$ cat src/rtl/psd_pkg.sv
package psd_pkg;
  localparam int unsigned MODE_W    = 2;
  localparam int unsigned NUM_MODES = 1 << MODE_W;

  typedef enum logic [MODE_W-1:0] {
    PS_DIV8  = 2'b00,
    PS_DIV16 = 2'b01,
    PS_DIV32 = 2'b10,
    PS_DIV64 = 2'b11
  } psd_mode_e;
endpackage

$ cat src/rtl/psd_cfg_reg.sv
module psd_cfg_reg
  import psd_pkg::*;
#(
  parameter int unsigned A_W      = 6,
  parameter int unsigned B_W      = 13,
  parameter int unsigned B_MIN    = 3,
  parameter logic [A_W-1:0]    RST_A    = '0,
  parameter logic [B_W-1:0]    RST_B    = 13'd8,
  parameter logic [MODE_W-1:0] RST_MODE = '0
) (
  input  logic              clk_i,
  input  logic              rst_ni,
  input  logic              load_i,
  input  logic [A_W-1:0]    a_i,
  input  logic [B_W-1:0]    b_i,
  input  logic [MODE_W-1:0] mode_i,
  output logic [A_W-1:0]    a_o,
  output logic [B_W-1:0]    b_o,
  output psd_mode_e         mode_o,
  output logic              valid_o
);
  localparam int unsigned PAD_W = B_W - A_W;

  logic [A_W-1:0] a_q;
  logic [B_W-1:0] b_q;
  psd_mode_e      mode_q;

  always_ff @(posedge clk_i or negedge rst_ni) begin
    if (!rst_ni) begin
      a_q    <= RST_A;
      b_q    <= RST_B;
      mode_q <= psd_mode_e'(RST_MODE);
    end else if (load_i) begin
      a_q    <= a_i;
      b_q    <= b_i;
      mode_q <= psd_mode_e'(mode_i);
    end
  end

  logic [B_W-1:0] a_ext;
  assign a_ext   = {{PAD_W{1'b0}}, a_q};
  assign valid_o = (b_q >= a_ext) && (b_q >= B_W'(B_MIN));
  assign a_o     = a_q;
  assign b_o     = b_q;
  assign mode_o  = mode_q;
endmodule

$ cat src/rtl/psd_prescaler.sv
module psd_prescaler
  import psd_pkg::*;
#(
  parameter int unsigned BASE_LOG2 = 3,
  parameter int unsigned PC_W      = BASE_LOG2 + NUM_MODES
) (
  input  logic      clk_i,
  input  logic      rst_ni,
  input  logic      restart_i,
  input  logic      run_i,
  input  psd_mode_e mode_i,
  input  logic      hi_i,
  output logic      tc_o
);
  // last count index per mode for the P and P+1 moduli
  logic [PC_W-1:0] last_lo [NUM_MODES];
  logic [PC_W-1:0] last_hi [NUM_MODES];

  for (genvar g = 0; g < NUM_MODES; g++) begin : g_mod
    localparam int unsigned P_VAL = 1 << (BASE_LOG2 + g);
    assign last_lo[g] = PC_W'(P_VAL - 1);
    assign last_hi[g] = PC_W'(P_VAL);
  end

  logic [PC_W-1:0] cnt_q;
  logic [PC_W-1:0] last;

  assign last = hi_i ? last_hi[mode_i] : last_lo[mode_i];
  assign tc_o = run_i && (cnt_q == last);

  always_ff @(posedge clk_i or negedge rst_ni) begin
    if (!rst_ni)        cnt_q <= '0;
    else if (restart_i) cnt_q <= '0;
    else if (run_i)     cnt_q <= tc_o ? '0 : cnt_q + 1'b1;
  end
endmodule

$ cat src/rtl/psd_swallow_ctrl.sv
module psd_swallow_ctrl #(
  parameter int unsigned    A_W   = 6,
  parameter int unsigned    B_W   = 13,
  parameter logic [A_W-1:0] RST_A = '0,
  parameter logic [B_W-1:0] RST_B = 13'd8
) (
  input  logic           clk_i,
  input  logic           rst_ni,
  input  logic           load_i,
  input  logic [A_W-1:0] a_new_i,
  input  logic [B_W-1:0] b_new_i,
  input  logic [A_W-1:0] a_cfg_i,
  input  logic [B_W-1:0] b_cfg_i,
  input  logic           run_i,
  input  logic           tc_i,
  output logic           hi_o,
  output logic           end_o
);
  logic [A_W-1:0] a_cnt;
  logic [B_W-1:0] b_cnt;

  assign hi_o  = run_i && (a_cnt != '0);
  assign end_o = tc_i && (b_cnt == B_W'(1));

  always_ff @(posedge clk_i or negedge rst_ni) begin
    if (!rst_ni) begin
      a_cnt <= RST_A;
      b_cnt <= RST_B;
    end else if (load_i) begin
      a_cnt <= a_new_i;
      b_cnt <= b_new_i;
    end else if (end_o) begin
      a_cnt <= a_cfg_i;
      b_cnt <= b_cfg_i;
    end else if (tc_i) begin
      b_cnt <= b_cnt - 1'b1;
      if (a_cnt != '0) a_cnt <= a_cnt - 1'b1;
    end
  end
endmodule

$ cat src/rtl/psd_fb_divider.sv
module psd_fb_divider
  import psd_pkg::*;
#(
  parameter int unsigned A_W       = 6,
  parameter int unsigned B_W       = 13,
  parameter int unsigned BASE_LOG2 = 3,
  parameter int unsigned B_MIN     = 3,
  parameter logic [A_W-1:0]    RST_A    = '0,
  parameter logic [B_W-1:0]    RST_B    = 13'd8,
  parameter logic [MODE_W-1:0] RST_MODE = '0
) (
  input  logic              clk_i,
  input  logic              rst_ni,
  input  logic [A_W-1:0]    a_i,
  input  logic [B_W-1:0]    b_i,
  input  logic [MODE_W-1:0] mode_i,
  input  logic              load_i,
  output logic              div_o,
  output logic              mod_sel_o,
  output logic              cfg_err_o
);
  localparam int unsigned PC_W = BASE_LOG2 + NUM_MODES;

  logic [A_W-1:0] a_cfg;
  logic [B_W-1:0] b_cfg;
  psd_mode_e      mode_cfg;
  logic           cfg_ok;
  logic           tc, hi, period_end;
  logic           div_q;

  psd_cfg_reg #(
    .A_W(A_W), .B_W(B_W), .B_MIN(B_MIN),
    .RST_A(RST_A), .RST_B(RST_B), .RST_MODE(RST_MODE)
  ) u_cfg (
    .clk_i  (clk_i),
    .rst_ni (rst_ni),
    .load_i (load_i),
    .a_i    (a_i),
    .b_i    (b_i),
    .mode_i (mode_i),
    .a_o    (a_cfg),
    .b_o    (b_cfg),
    .mode_o (mode_cfg),
    .valid_o(cfg_ok)
  );

  psd_prescaler #(.BASE_LOG2(BASE_LOG2), .PC_W(PC_W)) u_pre (
    .clk_i    (clk_i),
    .rst_ni   (rst_ni),
    .restart_i(load_i),
    .run_i    (cfg_ok),
    .mode_i   (mode_cfg),
    .hi_i     (hi),
    .tc_o     (tc)
  );

  psd_swallow_ctrl #(.A_W(A_W), .B_W(B_W), .RST_A(RST_A), .RST_B(RST_B)) u_cnt (
    .clk_i  (clk_i),
    .rst_ni (rst_ni),
    .load_i (load_i),
    .a_new_i(a_i),
    .b_new_i(b_i),
    .a_cfg_i(a_cfg),
    .b_cfg_i(b_cfg),
    .run_i  (cfg_ok),
    .tc_i   (tc),
    .hi_o   (hi),
    .end_o  (period_end)
  );

  always_ff @(posedge clk_i or negedge rst_ni) begin
    if (!rst_ni)     div_q <= 1'b0;
    else if (load_i) div_q <= 1'b0;
    else             div_q <= period_end;
  end

  assign div_o     = div_q;
  assign mod_sel_o = hi;
  assign cfg_err_o = ~cfg_ok;
endmodule

$ cat config.mk
export PLATFORM = sky130hd
export DESIGN_NAME = psd_fb_divider
export DESIGN_NICKNAME = d
export VERILOG_FILES = /design/src/rtl/psd_pkg.sv /design/src/rtl/psd_cfg_reg.sv /design/src/rtl/psd_prescaler.sv /design/src/rtl/psd_swallow_ctrl.sv /design/src/rtl/psd_fb_divider.sv
export SDC_FILE = /design/constraint.sdc
export NUM_CORES = 1
export LEC_CHECK = 0
export ABC_CLOCK_PERIOD_IN_PS = 7260
export BUFFER_PORTS_ARGS = -buffer_cell sky130_fd_sc_hd__buf_2
export CAP_MARGIN = 20
export CELL_PAD_IN_SITES_DETAIL_PLACEMENT = 0
export CELL_PAD_IN_SITES_GLOBAL_PLACEMENT = 1
export CORE_MARGIN = 4
export CORE_UTILIZATION = 30
export DETAILED_ROUTE_END_ITERATION = 8
export PLACE_DENSITY_LB_ADDON = 0.15
export SETUP_SLACK_MARGIN = 0.5
export SLEW_MARGIN = 20
export SYNTH_ARGS = -nofsm -noshare
export SYNTH_HDL_FRONTEND = slang
export SYNTH_SLANG_ARGS = --single-unit
$ cat constraint.sdc
create_clock -name clk_i -period 7.26 [get_ports clk_i]
set_input_delay 1.089 -clock clk_i [delete_from_list [all_inputs] [get_ports clk_i]]
set_output_delay 1.089 -clock clk_i [all_outputs]
set_load 0.005 [all_outputs]
==> run summary, run 1 <==
fmax = 263 MHz
routed len/inst = 17.5 um
Cell Chain, Critical Path = ha_1 -> and4_1 -> a311oi_1 -> a21oi_2 -> inv_1 -> buf_4 -> nor2_1 -> buf_2
Std-Cell Rows = 36
Syn. warnings = 0
critical path's slowest cell = dfstp_2
CTS root buffer = clkbuf_8
minimum clock period = 3.80 ns
power density over cell area = 195 nW/um^2
worst min path class = reg -> reg
syn avg cell area = 9.13 sq um
die height = 109 um
port bufs = 26
Slew Limit Fails = 0
final design utilization = 34.3%
Max FO, Critical Path = 20
Final Instance Area = 3390 sq um
H-Tree Depth = 2
run status = finished clean
number of synthesized flops with an enable pin = 0
crit-path leading delay family = buffers and inverters
Longest Clk Path Bufs = 2
DP Area = 3300 sq um
CTS Buf Count = 5
IO Pins = 27
syn_nets = 372
WHS = 0.526 ns
Fill cells = 1024
global-route wire length before repair = 13.9 mm
Primary FF master, synth = dfrtp_1
initial drt markers = 179
Synth area leaders = dfrtp_1 37%, ha_1 4.5%, nand2_1 3.5%, o21ai_0 3.4%, nor2_1 3.0%
WS Path Type = reg -> out
# DRC = 0
Remaining Overflow, GRT = 0
Final setup viols = 0
Mapped Area = 3080 sq um
CP Capture Type = primary output
worst slew pin tran = 0.949 ns
flop-to-flop setup slack = 4.28 ns
DIE AREA = 11900 sq um
ANT cells = 0
Starting Density = 31.2%
Worst Path Arrival = 2.71 ns
initial antenna violation count = 0
Final #Nets = 387
Clock Latency Late Sink = 0.31 ns
critical path data required time = 6.17 ns
Synth Instances = 337
Synth top cells by count = 46 x dfrtp_1, 29 x nand2_1, 25 x nor2_1, 22 x inv_1, 21 x o21ai_0
Die Wd = 109 um
DRT Wirelength = 8.52 mm
Max Cap Viol = 0
Worst path max stage delay = 0.56 ns
GRT Util Overall = 14.9%
crit start category = flop
dpl ws = 3.79 ns
register area share after synthesis = 39.1%
Final Hold Viols = 0
RSZ-0062 raised after global routing = no
clock-pin slew on the worst setup and hold paths = 0.10 ns
synthesized flop and latch total = 48
Bufs and invs on worst path = 3
number of global-route vias before repair = 2697
Sink Count = 48
Tcrit/Tclk final = 52.4%
most frequent cell after synthesis = dfrtp_1
largest net degree at the start of global routing = 64
# hold bufs at CTS = 0
final setup margin = 3.46 ns
Yosys cell types = 60
iteration count of the initial detailed-routing pass = 5
GPL Wtd Cong = 0.733
layout cells sized above 1 = 18.4%
Slew headroom = 36.7%
Setup Skew = 0.0128 ns
placed cell count = 478
Tot Pwr = 660 uW
setup TNS = 0 ns
Final HPWL DP = 5.61 mm
VDD IR max = 0.0783 mV
synth-to-layout area growth = 10.0%
post-CTS sizing = 0
ys async rst share = 100%
CTS tree = done
core area = 9860 sq um
Pleak = 1.35 nW
Via density = 5.50
post-synth top area share = 37.4%
Setup Buffers After CTS = 0
Post-DRT Antenna Nets = 0
Layout Cells excl Fill = 486
cell taking the most area after synthesis = dfrtp_1
via count = 2675
## cells by family after synthesis
logic type	count (synthesis)	share of synthesized area (%)
buffers and inverters	45	6.59
DFF	48	39.1
and+or+nand+nor	109	18.3
muxes	8	2.93
xor gates and xnor gates	5	1.42
AOI/OAI and AO/OA	111	27.2
adders and majority gates	11	4.47
## worst register-to-register path, stage by stage (launching register included)
cell and delay [ns]:
dfrtp_1 0.42, inv_1 0.09, ha_1 0.15, or4b_4 0.50, o21ai_0 0.20, mux2_2 0.40
o22ai_4 0.71, a21oi_1 0.17, o32ai_1 0.25
## final cells by class
| cell class | instances | area (sq um) | area share [%] |
|---|---|---|---|
| inverters | 22 | 82.6 | 2.44 |
| clock buffers | 8 | 90.1 | 2.66 |
| multi-input cells | 244 | 1680 | 49.5 |
| well taps | 133 | 166 | 4.92 |
| flip-flops and latches | 48 | 1200 | 35.6 |
| repair buffers | 31 | 168 | 4.95 |
## power breakdown
group | internal (mW) | switching [mW]
Clock | 0.0780 | 0.0928
Sequential | 0.296 | 0.0316
Combinational | 0.0667 | 0.0948
## state kept, by name (all words and copies together), names as in the netlist
register and flops:
u_cfg.mode_o 2, u_pre.cnt_q 7, u_cnt.a_cnt 6, u_cfg.b_o 13, u_cfg.a_o 6, u_cnt.b_cnt 13, div_o 1
## per-layer routing
metal	GRT usage (%)	share of wire, %	routed length, um	vias up
met5	0	0	0	-
met4	5.34	1.8	157	0
met3	2.23	3.5	302	15
met2	24.0	47	3960	61
met1	20.3	48	4100	1310
li1	-	-	-	1289
## layout by cell type (no fill, tap or decap), types with 3 or more instances in the layout
master and count:
nor3_1 15, o31ai_2 4, o22a_1 4, o311ai_0 5, o21ai_0 21, clkbuf_8 6
dfrtp_1 46, o41ai_1 3, nor4_1 5, xor2_1 3, nand2_1 29, buf_4 5
buf_2 26, inv_1 22, a32oi_1 3, or2_2 3, ha_1 11, o31ai_1 7
nand2b_1 3, nand3_1 8, a31oi_1 12, or3_1 5, nor2_1 25, mux2_2 8
a21oi_1 16, o211ai_1 5, a311oi_1 4
## path summary, 6_finish.rpt
check	startpoint	endpoint	cells past startpoint
worst max register to register	u_cnt.a_cnt[0]	u_pre.cnt_q[3]	8
worst min register to register	u_cfg.a_o[0]	u_cfg.a_o[0]	1
worst min-delay path	u_cfg.a_o[0]	u_cfg.a_o[0]	1
max in group asynchronous	rst_ni	u_cnt.b_cnt[11]	2
min in group asynchronous	rst_ni	u_cnt.a_cnt[4]	2
worst max-delay path	u_cfg.b_o[3]	mod_sel_o	8
No activity file was read; power rests on OpenSTA's default activity.
==> inputs of run 2 (changes only) <==
--- a/config.mk
+++ b/config.mk
@@ -5,7 +5,8 @@
 export SDC_FILE = /design/constraint.sdc
 export NUM_CORES = 1
 export LEC_CHECK = 0
-export ABC_CLOCK_PERIOD_IN_PS = 7260
+export ABC_AREA = 1
+export ABC_CLOCK_PERIOD_IN_PS = 3940
 export BUFFER_PORTS_ARGS = -buffer_cell sky130_fd_sc_hd__buf_2
 export CAP_MARGIN = 20
 export CELL_PAD_IN_SITES_DETAIL_PLACEMENT = 0
==> constraint.sdc (replaced) <==
create_clock -name clk_i -period 3.94 [get_ports clk_i]
set_input_delay 0.591 -clock clk_i [delete_from_list [all_inputs] [get_ports clk_i]]
set_output_delay 0.591 -clock clk_i [all_outputs]
set_load 0.005 [all_outputs]
==> run 2 against run 1 <==
  * Flip-flop and latch count is the same
  * Synthesized cell count grew 32%
  * Non-clock buffer count shrank 2
  * Die area grew 4.7%
  * Total power grew to 3.0 times the previous value
  * Critical path depth grew 10
==> run summary, run 2 <==
run status = finished clean
cell taking the most area after synthesis = dfrtp_1
IO Pins = 27
via count = 2742
Max Cap Viol = 0
CTS Buf Count = 5
Via density = 4.54
dpl ws = 1.29 ns
Pleak = 1.91 nW
VDD IR max = 0.226 mV
GPL Wtd Cong = 0.772
worst slew pin tran = 0.673 ns
syn avg cell area = 7.27 sq um
Final setup viols = 0
minimum clock period = 2.63 ns
die height = 112 um
Primary FF master, synth = dfrtp_1
Max FO, Critical Path = 21
number of global-route vias before repair = 2767
worst min path class = in -> async
most frequent cell after synthesis = nand2_1
routed len/inst = 14.2 um
Synth top cells by count = 177 x nand2_1, 46 x dfrtp_1, 39 x nand3_1, 34 x inv_1, 29 x nor2_1
Final Hold Viols = 0
Longest Clk Path Bufs = 2
global-route wire length before repair = 14.4 mm
core area = 10400 sq um
CP Capture Type = flop
CTS tree = done
synth-to-layout area growth = 9.74%
Slew Limit Fails = 0
Post-DRT Antenna Nets = 0
Tot Pwr = 1.96 mW
crit start category = flop
Setup Buffers After CTS = 0
Std-Cell Rows = 37
GRT Util Overall = 14.3%
Synth Instances = 445
Sink Count = 48
Fill cells = 1180
post-synth top area share = 35.6%
Die Wd = 112 um
Syn. warnings = 0
DIE AREA = 12500 sq um
ys async rst share = 100%
Final HPWL DP = 6.30 mm
clock-pin slew on the worst setup and hold paths = 0.10 ns
register area share after synthesis = 37.2%
critical path data required time = 4.20 ns
ANT cells = 0
# DRC = 0
Cell Chain, Critical Path = ha_1 -> nand2_1 -> inv_1 -> nand2_1 -> nand3_1 -> nand2_1 -> nand3_4 -> nand3_4 -> nand2_1 -> nand3_2 -> nand2_2 -> nor2_8 -> nand3_4 -> nand2_1 -> inv_1 -> o21ai_2 -> nand2_1 -> nand2_1
initial antenna violation count = 0
syn_nets = 480
Final Instance Area = 3550 sq um
CTS root buffer = clkbuf_8
DP Area = 3470 sq um
Mapped Area = 3240 sq um
Clock Latency Late Sink = 0.31 ns
Starting Density = 31.1%
# hold bufs at CTS = 0
commonest non-fill, non-tap cells in the layout = 177 x nand2_1, 46 x dfrtp_1, 39 x nand3_1, 34 x inv_1, 29 x nor2_1
WS Path Type = reg -> reg
final setup margin = 1.31 ns
iteration count of the initial detailed-routing pass = 5
Final #Nets = 502
Remaining Overflow, GRT = 0
Setup Skew = 0.00706 ns
Worst path max stage delay = 0.56 ns
largest net degree at the start of global routing = 40
CP most frequent cell = nand2_1
Tcrit/Tclk final = 66.7%
setup TNS = 0 ns
power density over cell area = 551 nW/um^2
initial drt markers = 99
Yosys cell types = 36
post-CTS sizing = 0
layout cells sized above 1 = 14.7%
critical path's slowest cell = dfstp_2
RSZ-0062 raised after global routing = no
fmax = 380 MHz
final design utilization = 34.1%
Synth area leaders = dfrtp_1 36%, nand2_1 21%, nand3_1 6.0%, ha_1 4.3%, inv_1 3.9%
Slew headroom = 55.2%
commonest non-fill, non-tap cell in the layout = nand2_1
port bufs = 26
DRT Wirelength = 8.56 mm
H-Tree Depth = 2
number of synthesized flops with an enable pin = 0
synthesized flop and latch total = 48
Worst Path Arrival = 2.89 ns
run 2: cell types whose count changed after synthesis, moves of 9 or more:
cell	before	now
xor2_1	3	12
nand2_1	29	177
inv_1	22	34
a21oi_1	17	2
nor3_1	15	6
a31oi_1	12	0
nand3_1	8	39
run 2: cell families (layout without fill, tap and decap cells):
logic type,Yosys count,in the layout,share of synthesized area (%)
AND/OR/NAND/NOR,290,290,42.6
buffers and inverters,53,76,7.42
flip-flops,48,48,37.2
AO/OA/AOI/OAI,28,28,4.45
XOR/XNOR,15,15,4.06
adder cells (fa/ha/maj),11,11,4.25
run 2: area by class of cell:
| type | count | area, sq um | area share (%) |
|---|---|---|---|
| Sequential cell | 48 | 1200 | 33.9 |
| Clock buffer | 7 | 76.3 | 2.15 |
| Clock inverter | 1 | 5.00 | 0.141 |
| Tap cell | 136 | 170 | 4.79 |
| Timing Repair Buffer | 29 | 153 | 4.30 |
| Inverter | 39 | 151 | 4.26 |
| Multi-Input combinational cell | 344 | 1790 | 50.5 |
run 2: metrics by stage:
step	hold slack, ns	std cells
2_1_floorplan	0.295	445
3_3_place_gp	0.464	596
3_5_place_dp	0.478	596
4_1_cts	0.314	604
5_1_grt	0.342	604
6_report	0.303	604
run 2: critical path, delay by kind of cell (launching register included):
family                     cells  cell delay (ns)
AOI/OAI and AO/OA              1             0.13
adders and majority gates      1             0.26
buffers and inverters          2             0.09
DFF                            1             0.56
and+or+nand+nor               14             1.54
run 2: per-layer routing:
layer	routed length (um)	global-route usage (%)	vias up
met5	0	0	-
met4	61	2.92	0
met3	211	2.66	5
met2	3940	22.9	26
met1	4340	20.2	1250
li1	-	-	1461
run 2: worst paths after layout:
| path | start | to | slack (ns) | cells past startpoint |
|---|---|---|---|---|
| max in group asynchronous | rst_ni | u_cfg.b_o[3] | 2.81 | 2 |
| worst max-delay path | u_cfg.b_o[3] | u_cnt.a_cnt[3] | 1.31 | 18 |
| min in group clk_i | mode_i[0] | u_cfg.mode_o[0] | 0.48 | 3 |
| worst min-delay path | rst_ni | u_cnt.a_cnt[3] | 0.30 | 1 |
| worst min register to register | u_cnt.a_cnt[0] | u_cnt.a_cnt[0] | 0.50 | 2 |
| worst max register to register | u_cfg.b_o[3] | u_cnt.a_cnt[3] | 1.31 | 18 |
run 2: where the power goes:
group          internal [mW]  switching [mW]
Sequential             0.610           0.125
Clock                  0.125           0.181
Combinational          0.353           0.560
==> inputs of run 3 (changes only) <==
--- a/config.mk
+++ b/config.mk
@@ -6,7 +6,7 @@
 export NUM_CORES = 1
 export LEC_CHECK = 0
 export ABC_AREA = 1
-export ABC_CLOCK_PERIOD_IN_PS = 3940
+export ABC_CLOCK_PERIOD_IN_PS = 2600
 export BUFFER_PORTS_ARGS = -buffer_cell sky130_fd_sc_hd__buf_2
 export CAP_MARGIN = 20
 export CELL_PAD_IN_SITES_DETAIL_PLACEMENT = 0
==> constraint.sdc (replaced) <==
create_clock -name clk_i -period 2.6 [get_ports clk_i]
set_input_delay 0.39 -clock clk_i [delete_from_list [all_inputs] [get_ports clk_i]]
set_output_delay 0.39 -clock clk_i [all_outputs]
set_load 0.005 [all_outputs]
==> run 3 against run 2 <==
  * Non-clock buffer count rose by 22
  * Fmax rose by 6.9%
  * Core utilization is 4.2 points higher
  * Sequential power up 52%
  * Combinational power rose by 84%
  * Setup slack got worse by 1.2 ns
  * Total power is 71% higher
  * Register-to-register slack lost 1.2 ns
  * Sequential share of layout area down 3.7 points
  * Worst hold slack lost 0.11 ns
  * Die area is the same
  * Clock power up 82%
  * Critical path type unchanged
  * Largest power group unchanged
==> run summary, run 3 (synthesized netlist as in run 2, its figures left out) <==
CP Capture Type = flop
RSZ-0062 raised after global routing = yes
Remaining Overflow, GRT = 0
# hold bufs at CTS = 0
DIE AREA = 12500 sq um
part of the power in registers = 33.3%
Final #Nets = 526
internal cell power = 1.90 mW
CTS tree = done
Worst Path Arrival = 2.67 ns
ANT cells = 0
CTS Buf Count = 5
Cell Chain, Critical Path = ha_4 -> nand4_1 -> nor2_1 -> nand2_1 -> nand3_4 -> nand3_4 -> nand2_2 -> nand2_1 -> nand2_1 -> nand2_2 -> nor2_8 -> nand3_4 -> buf_12 -> nand3_4 -> nand2_8 -> nand2_1 -> nand2_1
Sink Count = 48
commonest non-fill, non-tap cells in the layout = 167 x nand2_1, 45 x dfrtp_1, 34 x inv_1, 28 x nor2_1, 27 x nand3_1
clock share of power = 16.7%
port bufs = 26
die height = 112 um
Slew headroom = 42.0%
run status = finished clean
DP Area = 3670 sq um
CP most frequent cell = nand2_1
Final setup viols = 0
crit start category = flop
Tcrit/Tclk final = 94.6%
CTS root buffer = clkbuf_8
flop-to-flop setup slack = 0.14 ns
fmax = 407 MHz
Bufs and invs on worst path = 1
final design utilization = 38.3%
Fill cells = 1138
critical path's slowest cell = dfrtp_1
Die Wd = 112 um
Worst path max stage delay = 0.42 ns
worst min path class = in -> async
minimum clock period = 2.46 ns
logic gate share of total power = 50.0%
sw power = 1.45 mW
worst slew pin tran = 0.870 ns
Slew Limit Fails = 0
# DRC = 0
Longest Clk Path Bufs = 2
number of global-route vias before repair = 2896
Via density = 4.54
clock-pin slew on the worst setup and hold paths = 0.10 ns
H-Tree Depth = 2
commonest non-fill, non-tap cell in the layout = nand2_1
Final Hold Viols = 0
via count = 2854
Max Cap Viol = 0
Final Instance Area = 3990 sq um
Clock Latency Late Sink = 0.30 ns
largest net degree at the start of global routing = 39
Pleak = 2.07 nW
placed cell count = 607
crit-path leading delay family = simple AND/OR/NAND/NOR gates
routed len/inst = 14.0 um
core area = 10400 sq um
Switching Fraction = 43.3%
IO Pins = 27
Starting Density = 31.1%
layout cells sized above 1 = 24.6%
DRT Wirelength = 8.81 mm
VDD IR max = 0.266 mV
initial drt markers = 93
critical path data required time = 2.81 ns
iteration count of the initial detailed-routing pass = 4
Layout Cells excl Fill = 628
GRT Util Overall = 14.6%
Max FO, Critical Path = 8
global-route wire length before repair = 14.8 mm
Setup Skew = 0.00735 ns
Final HPWL DP = 6.33 mm
initial antenna violation count = 0
WS Path Type = reg -> reg
Std-Cell Rows = 37
power density over cell area = 841 nW/um^2
Post-DRT Antenna Nets = 0
GPL Wtd Cong = 0.742
synth-to-layout area growth = 23.2%
-- run 3: changes by cell type in the layout (fill, tap and decap cells not counted), sizes merged --
cell	previous run	this run
buf	29	51
bufinv	0	1
nand3	46	48
clkbuf	7	6
-- run 3: worst reg2reg max path, cell delays in order (launching register included) --
cell and delay, ns:
dfrtp_1 0.42, ha_4 0.29, nand4_1 0.12, nor2_1 0.10, nand2_1 0.09, nand3_4 0.13
nand3_4 0.11, nand2_2 0.10, nand2_1 0.05, nand2_1 0.07, nand2_2 0.08, nor2_8 0.18
nand3_4 0.16, buf_12 0.19, nand3_4 0.07, nand2_8 0.08, nand2_1 0.06, nand2_1 0.05
-- run 3: area by class of cell --
| cell class | instances | area (sq um) | area share, % |
|---|---|---|---|
| Multi-Input combinational cell | 346 | 1980 | 49.7 |
| Sequential cell | 48 | 1200 | 30.2 |
| Timing Repair Buffer | 51 | 370 | 9.29 |
| Tap cell | 136 | 170 | 4.27 |
| Inverter | 39 | 151 | 3.80 |
| Clock buffer | 6 | 72.6 | 1.82 |
| Clock inverter | 2 | 35.0 | 0.879 |
-- run 3: repair_timing --
action                                  4_1_cts  5_1_grt
cloned                                        2        0
buffers inserted                              7        4
pin swaps                                    12       19
endpoints found under the setup margin       29       29
resized for setup                             8       14
-- run 3: power by group through the flow --
stage / sequential (mW) / combinational, mW / clock, mW
4_1_cts: 1.11 / 1.62 / 0.588
2_1_floorplan: 1.08 / 1.20 / 0
6_report: 1.12 / 1.68 / 0.559
3_3_place_gp: 1.13 / 1.50 / 0
5_1_grt: 1.15 / 1.91 / 0.616
3_5_place_dp: 1.13 / 1.50 / 0
-- run 3: path summary, 6_finish.rpt --
check / start / end / cells past startpoint
max: u_cfg.b_o[4] / u_cnt.a_cnt[1] / 17
min: rst_ni / u_cnt.a_cnt[2] / 1
max reg2reg: u_cfg.b_o[4] / u_cnt.a_cnt[1] / 17
min reg2reg: u_cnt.a_cnt[0] / u_cnt.a_cnt[0] / 2
max in group asynchronous: rst_ni / u_cnt.b_cnt[10] / 2
min in group clk_i: mode_i[1] / u_cfg.mode_o[1] / 3
-- run 3: routing by layer --
layer / track usage [%] / share of wire, %
met1: 20.7 / 50
met2: 23.3 / 46
met3: 2.23 / 2.6
met4: 3.49 / 0.85
met5: 0 / 0
-- run 3: stage by stage --
step | hold WS (ns) | power [mW] | worst slack [ns] | TNS (ns)
5_1_grt | 0.252 | 3.67 | -0.0764 | -0.462
4_1_cts | 0.221 | 3.32 | 0.135 | 0
3_3_place_gp | 0.465 | 2.63 | 0.0590 | 0
2_1_floorplan | 0.0944 | 2.28 | 0.403 | 0
6_report | 0.189 | 3.35 | 0.141 | 0
3_5_place_dp | 0.475 | 2.63 | 0.0714 | 0
